<file path="src/rtl/ldp_pkg.sv">
package ldp_pkg;
  localparam int unsigned LDP_PC_W   = 32;
  localparam int unsigned LDP_ADDR_W = 32;
  localparam int unsigned LDP_AGE_W  = 8;
  localparam int unsigned LDP_IDX_W  = 6;
  localparam int unsigned LDP_CNT_W  = 4;
  localparam int unsigned LDP_SLOTS  = 8;
  localparam int unsigned LDP_GRAN   = 3;
endpackage

</file>
<file path="src/rtl/ldp_conf_table.sv">
module ldp_conf_table #(
  parameter int unsigned IDX_W = ldp_pkg::LDP_IDX_W,
  parameter int unsigned CNT_W = ldp_pkg::LDP_CNT_W
) (
  input  logic             clk,
  input  logic             rst_n,
  input  logic [IDX_W-1:0] rd_idx,
  output logic             rd_sat,
  input  logic             inc_en,
  input  logic [IDX_W-1:0] inc_idx,
  input  logic             clr_en,
  input  logic [IDX_W-1:0] clr_idx
);
  localparam int unsigned DEPTH = 1 << IDX_W;
  localparam logic [CNT_W-1:0] CMAX = '1;

  logic [CNT_W-1:0] cnt [DEPTH];

  always_ff @(posedge clk or negedge rst_n) begin
    if (!rst_n) begin
      for (int e = 0; e < DEPTH; e++) cnt[e] <= '0;
    end else begin
      for (int e = 0; e < DEPTH; e++) begin
        if (clr_en && clr_idx == IDX_W'(e))
          cnt[e] <= '0;
        else if (inc_en && inc_idx == IDX_W'(e) && cnt[e] != CMAX)
          cnt[e] <= cnt[e] + 1'b1;
      end
    end
  end

  assign rd_sat = (cnt[rd_idx] == CMAX);


  conf_step_chk: assert property (@(posedge clk) disable iff (!rst_n)
    (inc_en && !(clr_en && clr_idx == inc_idx) && cnt[inc_idx] != CMAX)
    |=> cnt[$past(inc_idx)] == $past(cnt[inc_idx]) + 1'b1);


  conf_clear_chk: assert property (@(posedge clk) disable iff (!rst_n)
    clr_en |=> cnt[$past(clr_idx)] == '0);
endmodule

</file>
<file path="src/rtl/ldp_oldest_pick.sv">
module ldp_oldest_pick #(
  parameter int unsigned N     = ldp_pkg::LDP_SLOTS,
  parameter int unsigned AGE_W = ldp_pkg::LDP_AGE_W,
  localparam int unsigned SW   = (N > 1) ? $clog2(N) : 1
) (
  input  logic [N-1:0]            hit,
  input  logic [N-1:0][AGE_W-1:0] age,
  output logic                    any,
  output logic [AGE_W-1:0]        best_age,
  output logic [SW-1:0]           best_slot
);
  always_comb begin
    any       = 1'b0;
    best_age  = '0;
    best_slot = '0;
    for (int i = 0; i < N; i++) begin
      if (hit[i] && (!any || age[i] < best_age)) begin
        any       = 1'b1;
        best_age  = age[i];
        best_slot = SW'(i);
      end
    end
  end
endmodule

</file>
<file path="src/rtl/ldp_tracker.sv">
module ldp_tracker #(
  parameter int unsigned SLOTS = ldp_pkg::LDP_SLOTS,
  parameter int unsigned AGE_W = ldp_pkg::LDP_AGE_W,
  parameter int unsigned BLK_W = ldp_pkg::LDP_ADDR_W - ldp_pkg::LDP_GRAN,
  parameter int unsigned IDX_W = ldp_pkg::LDP_IDX_W
) (
  input  logic             clk,
  input  logic             rst_n,
  input  logic             alloc_en,
  input  logic [AGE_W-1:0] alloc_age,
  input  logic [BLK_W-1:0] alloc_blk,
  input  logic [IDX_W-1:0] alloc_idx,
  output logic             full,
  input  logic             rel_en,
  input  logic [AGE_W-1:0] rel_age,
  input  logic             st_en,
  input  logic [AGE_W-1:0] st_age,
  input  logic [BLK_W-1:0] st_blk,
  output logic             hit_any,
  output logic [AGE_W-1:0] hit_age,
  output logic [IDX_W-1:0] hit_idx
);
  localparam int unsigned SW = (SLOTS > 1) ? $clog2(SLOTS) : 1;

  logic [SLOTS-1:0]            slot_v;
  logic [SLOTS-1:0][AGE_W-1:0] slot_age;
  logic [SLOTS-1:0][BLK_W-1:0] slot_blk;
  logic [SLOTS-1:0][IDX_W-1:0] slot_idx;
  logic [SLOTS-1:0]            grant;
  logic [SLOTS-1:0]            hit;
  logic [SW-1:0]               hit_slot;

  // lowest free slot
  always_comb begin
    grant = '0;
    for (int i = 0; i < SLOTS; i++)
      if (!slot_v[i] && grant == '0) grant[i] = 1'b1;
  end

  assign full = &slot_v;

  generate
    for (genvar i = 0; i < SLOTS; i++) begin : g_slot
      assign hit[i] = st_en && slot_v[i] && (slot_age[i] > st_age) &&
                      (slot_blk[i] == st_blk);

      always_ff @(posedge clk or negedge rst_n) begin
        if (!rst_n) begin
          slot_v[i]   <= 1'b0;
          slot_age[i] <= '0;
          slot_blk[i] <= '0;
          slot_idx[i] <= '0;
        end else if (alloc_en && grant[i]) begin
          slot_v[i]   <= 1'b1;
          slot_age[i] <= alloc_age;
          slot_blk[i] <= alloc_blk;
          slot_idx[i] <= alloc_idx;
        end else if (hit_any && slot_v[i] && slot_age[i] >= hit_age) begin
          slot_v[i] <= 1'b0;
        end else if (rel_en && slot_v[i] && slot_age[i] == rel_age) begin
          slot_v[i] <= 1'b0;
        end
      end


      flush_drop_chk: assert property (@(posedge clk) disable iff (!rst_n)
        (hit_any && slot_v[i] && slot_age[i] >= hit_age) |=> !slot_v[i]);
    end
  endgenerate

  ldp_oldest_pick #(.N(SLOTS), .AGE_W(AGE_W)) u_pick (
    .hit      (hit),
    .age      (slot_age),
    .any      (hit_any),
    .best_age (hit_age),
    .best_slot(hit_slot)
  );

  assign hit_idx = slot_idx[hit_slot];


  no_alloc_full_chk: assert property (@(posedge clk) disable iff (!rst_n)
    alloc_en |-> !full);


  grant_single_chk: assert property (@(posedge clk) disable iff (!rst_n)
    $onehot0(grant));
endmodule

</file>
<file path="src/rtl/ldst_dep_pred.sv">
module ldst_dep_pred #(
  parameter int unsigned PC_W   = ldp_pkg::LDP_PC_W,
  parameter int unsigned ADDR_W = ldp_pkg::LDP_ADDR_W,
  parameter int unsigned AGE_W  = ldp_pkg::LDP_AGE_W,
  parameter int unsigned IDX_W  = ldp_pkg::LDP_IDX_W,
  parameter int unsigned CNT_W  = ldp_pkg::LDP_CNT_W,
  parameter int unsigned SLOTS  = ldp_pkg::LDP_SLOTS,
  parameter int unsigned GRAN   = ldp_pkg::LDP_GRAN
) (
  input  logic              clk,
  input  logic              rst_n,
  input  logic              lk_valid,
  output logic              lk_ready,
  input  logic [PC_W-1:0]   lk_pc,
  input  logic [AGE_W-1:0]  lk_age,
  input  logic [ADDR_W-1:0] lk_addr,
  output logic              lk_spec,
  input  logic              cm_valid,
  input  logic [PC_W-1:0]   cm_pc,
  input  logic [AGE_W-1:0]  cm_age,
  input  logic              st_valid,
  input  logic [AGE_W-1:0]  st_age,
  input  logic [ADDR_W-1:0] st_addr,
  output logic              viol,
  output logic [AGE_W-1:0]  viol_age
);
  localparam int unsigned BLK_W = ADDR_W - GRAN;

  logic             full;
  logic             alloc_en;
  logic             hit_any;
  logic [AGE_W-1:0] hit_age;
  logic [IDX_W-1:0] hit_idx;
  logic             unused_bits;

  assign unused_bits = ^{lk_pc[PC_W-1:IDX_W], cm_pc[PC_W-1:IDX_W],
                         lk_addr[GRAN-1:0], st_addr[GRAN-1:0]};

  assign lk_ready = !full;
  assign alloc_en = lk_valid && lk_ready && lk_spec;

  ldp_conf_table #(.IDX_W(IDX_W), .CNT_W(CNT_W)) u_table (
    .clk    (clk),
    .rst_n  (rst_n),
    .rd_idx (lk_pc[IDX_W-1:0]),
    .rd_sat (lk_spec),
    .inc_en (cm_valid),
    .inc_idx(cm_pc[IDX_W-1:0]),
    .clr_en (hit_any),
    .clr_idx(hit_idx)
  );

  ldp_tracker #(.SLOTS(SLOTS), .AGE_W(AGE_W), .BLK_W(BLK_W), .IDX_W(IDX_W)) u_track (
    .clk      (clk),
    .rst_n    (rst_n),
    .alloc_en (alloc_en),
    .alloc_age(lk_age),
    .alloc_blk(lk_addr[ADDR_W-1:GRAN]),
    .alloc_idx(lk_pc[IDX_W-1:0]),
    .full     (full),
    .rel_en   (cm_valid),
    .rel_age  (cm_age),
    .st_en    (st_valid),
    .st_age   (st_age),
    .st_blk   (st_addr[ADDR_W-1:GRAN]),
    .hit_any  (hit_any),
    .hit_age  (hit_age),
    .hit_idx  (hit_idx)
  );

  always_ff @(posedge clk or negedge rst_n) begin
    if (!rst_n) begin
      viol     <= 1'b0;
      viol_age <= '0;
    end else begin
      viol     <= hit_any;
      viol_age <= hit_any ? hit_age : '0;
    end
  end


  viol_from_store_chk: assert property (@(posedge clk) disable iff (!rst_n)
    viol |-> $past(st_valid));


  viol_older_than_store_chk: assert property (@(posedge clk) disable iff (!rst_n)
    viol |-> viol_age > $past(st_age));
endmodule

</file>
<file path="config.mk">
export PLATFORM = sky130hd
export DESIGN_NAME = ldst_dep_pred
export DESIGN_NICKNAME = d
export VERILOG_FILES = /design/src/rtl/ldp_pkg.sv /design/src/rtl/ldp_conf_table.sv /design/src/rtl/ldp_oldest_pick.sv /design/src/rtl/ldp_tracker.sv /design/src/rtl/ldst_dep_pred.sv
export SDC_FILE = /design/constraint.sdc
export NUM_CORES = 2
export LEC_CHECK = 0
export BUFFER_PORTS_ARGS = -buffer_cell sky130_fd_sc_hd__buf_4
export CAP_MARGIN = 20
export CORE_MARGIN = 2
export CORE_UTILIZATION = 28
export CTS_BUF_LIST = sky130_fd_sc_hd__clkbuf_16
export DETAILED_ROUTE_END_ITERATION = 8
export SYNTH_ARGS = -nofsm -noshare
export SYNTH_HDL_FRONTEND = slang
export SYNTH_SLANG_ARGS = --single-unit
</file>
<file path="constraint.sdc">
create_clock -name clk -period 27.6 [get_ports clk]
set_input_delay 1.38 -clock clk [delete_from_list [all_inputs] [get_ports clk]]
set_output_delay 1.38 -clock clk [all_outputs]
set_load 0.05 [all_outputs]
</file>
==> reports/qor.csv <==
metric;value;unit
Layout Cells excl Fill;5510;
WL/cell;20.6;um
antenna cell count;0;
via count;28800;
post-detail-place hpwl;79200;um
Tot Pwr;2.06;mW
clock period minus worst slack;22.40;ns
synthesized area;38000;um2
most frequent cells in the layout;dfrtp_1 (617), mux2_2 (349), a21oi_1 (324);
die area;139000;um2
met1 GRT Util;0.222;
slowest stage cell on the critical path;mux2i_1;
Root Buffer;clkbuf_16;
total core area;135000;um2
final setup TNS;0;ns
largest net degree at the start of global routing;154;
RSZ-0062 raised after global routing;false;
Routed WL;113000;um
Detailed Routing Iterations Pass 1;8;
DRC Markers;0;
cts bufs inserted;68;
Post-CTS Resized;0;
met2 usage;0.259;
placed insts;5383;
Finished Core Util;0.316;
first-pass GRT wire length;172000;um
number of fill cells;13900;
Critical Path Start Type;input pin;
fin crit share;0.812;
Critical Path RT;28.18;ns
port bufs;109;
CP Capture Type;register;
hold_buf cts;0;
grt ovf;0;
H-Tree Depth;3;
Yosys reg bits;617;
crit path kind;input pin to register;
Unique masters post-synth;90;
Synth Flop Type;dfrtp_1;
post-CTS setup buffer count;0;
# IOs;168;
Mean Syn Cell Area;10.5;um2
GRT Util Overall;0.162;
nets;4072;
Leakage;19.2;nW
layout cell share with drive strength beyond 1;0.174;
Syn Nets;4019;
initial antenna violation count;7;
num rows;135;
clock tree buffer depth;3;
Seq/Total Area, Yosys;0.407;
synth warn;0;
Max Clock Skew;0.0417;ns
cell mode on critical path;a21oi_1;
Slew @ Worst Pin;1.19;ns
Via density;5.22;
Post-Syn Instances;3621;
routability cong.;0.914;
Final Max Tran Viols;0;
clock-pin slew on the worst setup and hold paths;0.06;ns
CTS tree;done;
CTS Sinks;617;
ys async rst share;1.00;
Max Cap Violations;0;
vias in the first global route;28300;
CP peak stage delay;0.93;ns
Max Freq;44.6;MHz
maximum vdd drop;0.0476;mV
Area growth syn-to-layout;12.3;%
count of final hold-check violations;0;
antenna viol nets, final;0;
Post-synth EDFFs;0;
CP arrival;22.98;ns
worst-path maximum fanout;16;
Hold WC Path Type;register to register;
most common cell after layout, fill and taps aside;dfrtp_1;
initial core utilization;0.281;
pwr dens;48.4;nW/um2
relative slew slack;0.206;
gr busiest metal;met2;
Die Wd;372;um
met3 GRT Util;0.0271;
worst-skew pair later-pin latency;0.67;ns
chip height;372;um
Iteration-0 DRC Markers;2165;
# setup viols final;0;
status;finished clean;
[per-stage QoR]
stage	cell area, um2	hold WS [ns]	setup slack [ns]
4_1_cts	42600	0.506	5.42
6_report	42700	0.502	5.20
2_1_floorplan	38000	0.473	9.70
3_3_place_gp	40500	0.483	5.17
3_5_place_dp	40500	0.491	4.76
5_1_grt	42700	0.519	3.82
[report_power, final]
group          total [mW]  leakage (nW)  internal [mW]  switching, mW
logic               0.196          9.75         0.0747          0.121
registers           0.984          8.39          0.945         0.0392
clock network       0.885          1.08          0.474          0.410
[final cells by class]
class,instances,area (um2),area share
Tap cell,1781,2230,0.0522
Inverter,146,548,0.0128
Clock buffer,68,1700,0.0399
Multi-Input combinational cell,2695,21200,0.497
Clock inverter,57,414,0.00971
Sequential cell,617,15400,0.362
Timing Repair Buffer,146,1130,0.0265
[synth_stat cells, drive strengths merged (13+ instances only)]
cell | number | area share
o32ai | 31 | 0.0071
ha | 241 | 0.079
o21a | 21 | 0.0042
mux2i | 111 | 0.029
nand2 | 142 | 0.014
mux2 | 349 | 0.10
nor2b | 29 | 0.0048
nor4 | 63 | 0.011
nand2b | 36 | 0.0059
a21o | 29 | 0.0057
xor2 | 231 | 0.053
o21ai | 78 | 0.010
a21oi | 325 | 0.043
clkbuf | 69 | 0.0069
dfrtp | 617 | 0.41
nand3 | 214 | 0.028
nor2 | 172 | 0.017
inv | 146 | 0.014
xnor2 | 257 | 0.059
buf | 94 | 0.015
nand4 | 89 | 0.015
nor3 | 44 | 0.011
and2 | 13 | 0.0021
[layer usage]
layer,vias to the layer above,part of all wire
met4,4,0.030
met2,916,0.46
met5,-,0.00025
li1,13200,-
met3,202,0.060
met1,14500,0.45
[sequential cells by signal (all words and copies together) (netlist names)]
signal,count
u_track.slot_v,8
u_track.slot_blk,232
viol,1
u_track.slot_idx,48
u_track.slot_age,64
viol_age,8
u_table.cnt,256
[final timing paths]
path	cells past startpoint	slack, ns	start	endpoint
min in group asynchronous	1	0.74	rst_n	u_table.cnt[162]$_DFFE_PN0P_
worst max register to register	79	5.85	u_track.slot_blk[16]$_DFFE_PN0P_	u_track.slot_v[0]$_DFFE_PN0P_
worst min register to register	1	0.50	u_track.slot_idx[6]$_DFFE_PN0P_	u_track.slot_idx[6]$_DFFE_PN0P_
max in group asynchronous	5	24.30	rst_n	u_track.slot_blk[0]$_DFFE_PN0P_
worst max-delay path	82	5.20	st_age[5]	u_track.slot_v[0]$_DFFE_PN0P_
worst min-delay path	1	0.50	u_track.slot_idx[6]$_DFFE_PN0P_	u_track.slot_idx[6]$_DFFE_PN0P_
[cell families after synthesis]
kind of cell / synth area share
AO/OA/AOI/OAI: 0.101
XOR/XNOR: 0.113
AND/OR/NAND/NOR: 0.126
flip-flops: 0.407
buffers and inverters: 0.0365
multiplexers: 0.139
adder cells (fa/ha/maj): 0.0794
[worst max-delay path: cells and delay by family]
kind | cells | cell delay (ns)
simple gates | 19 | 4.23
mux | 6 | 2.54
compound gates | 39 | 10.64
buf+inv | 9 | 1.45
fa+ha+maj | 9 | 2.69
No activity file was read; power rests on OpenSTA's default activity.
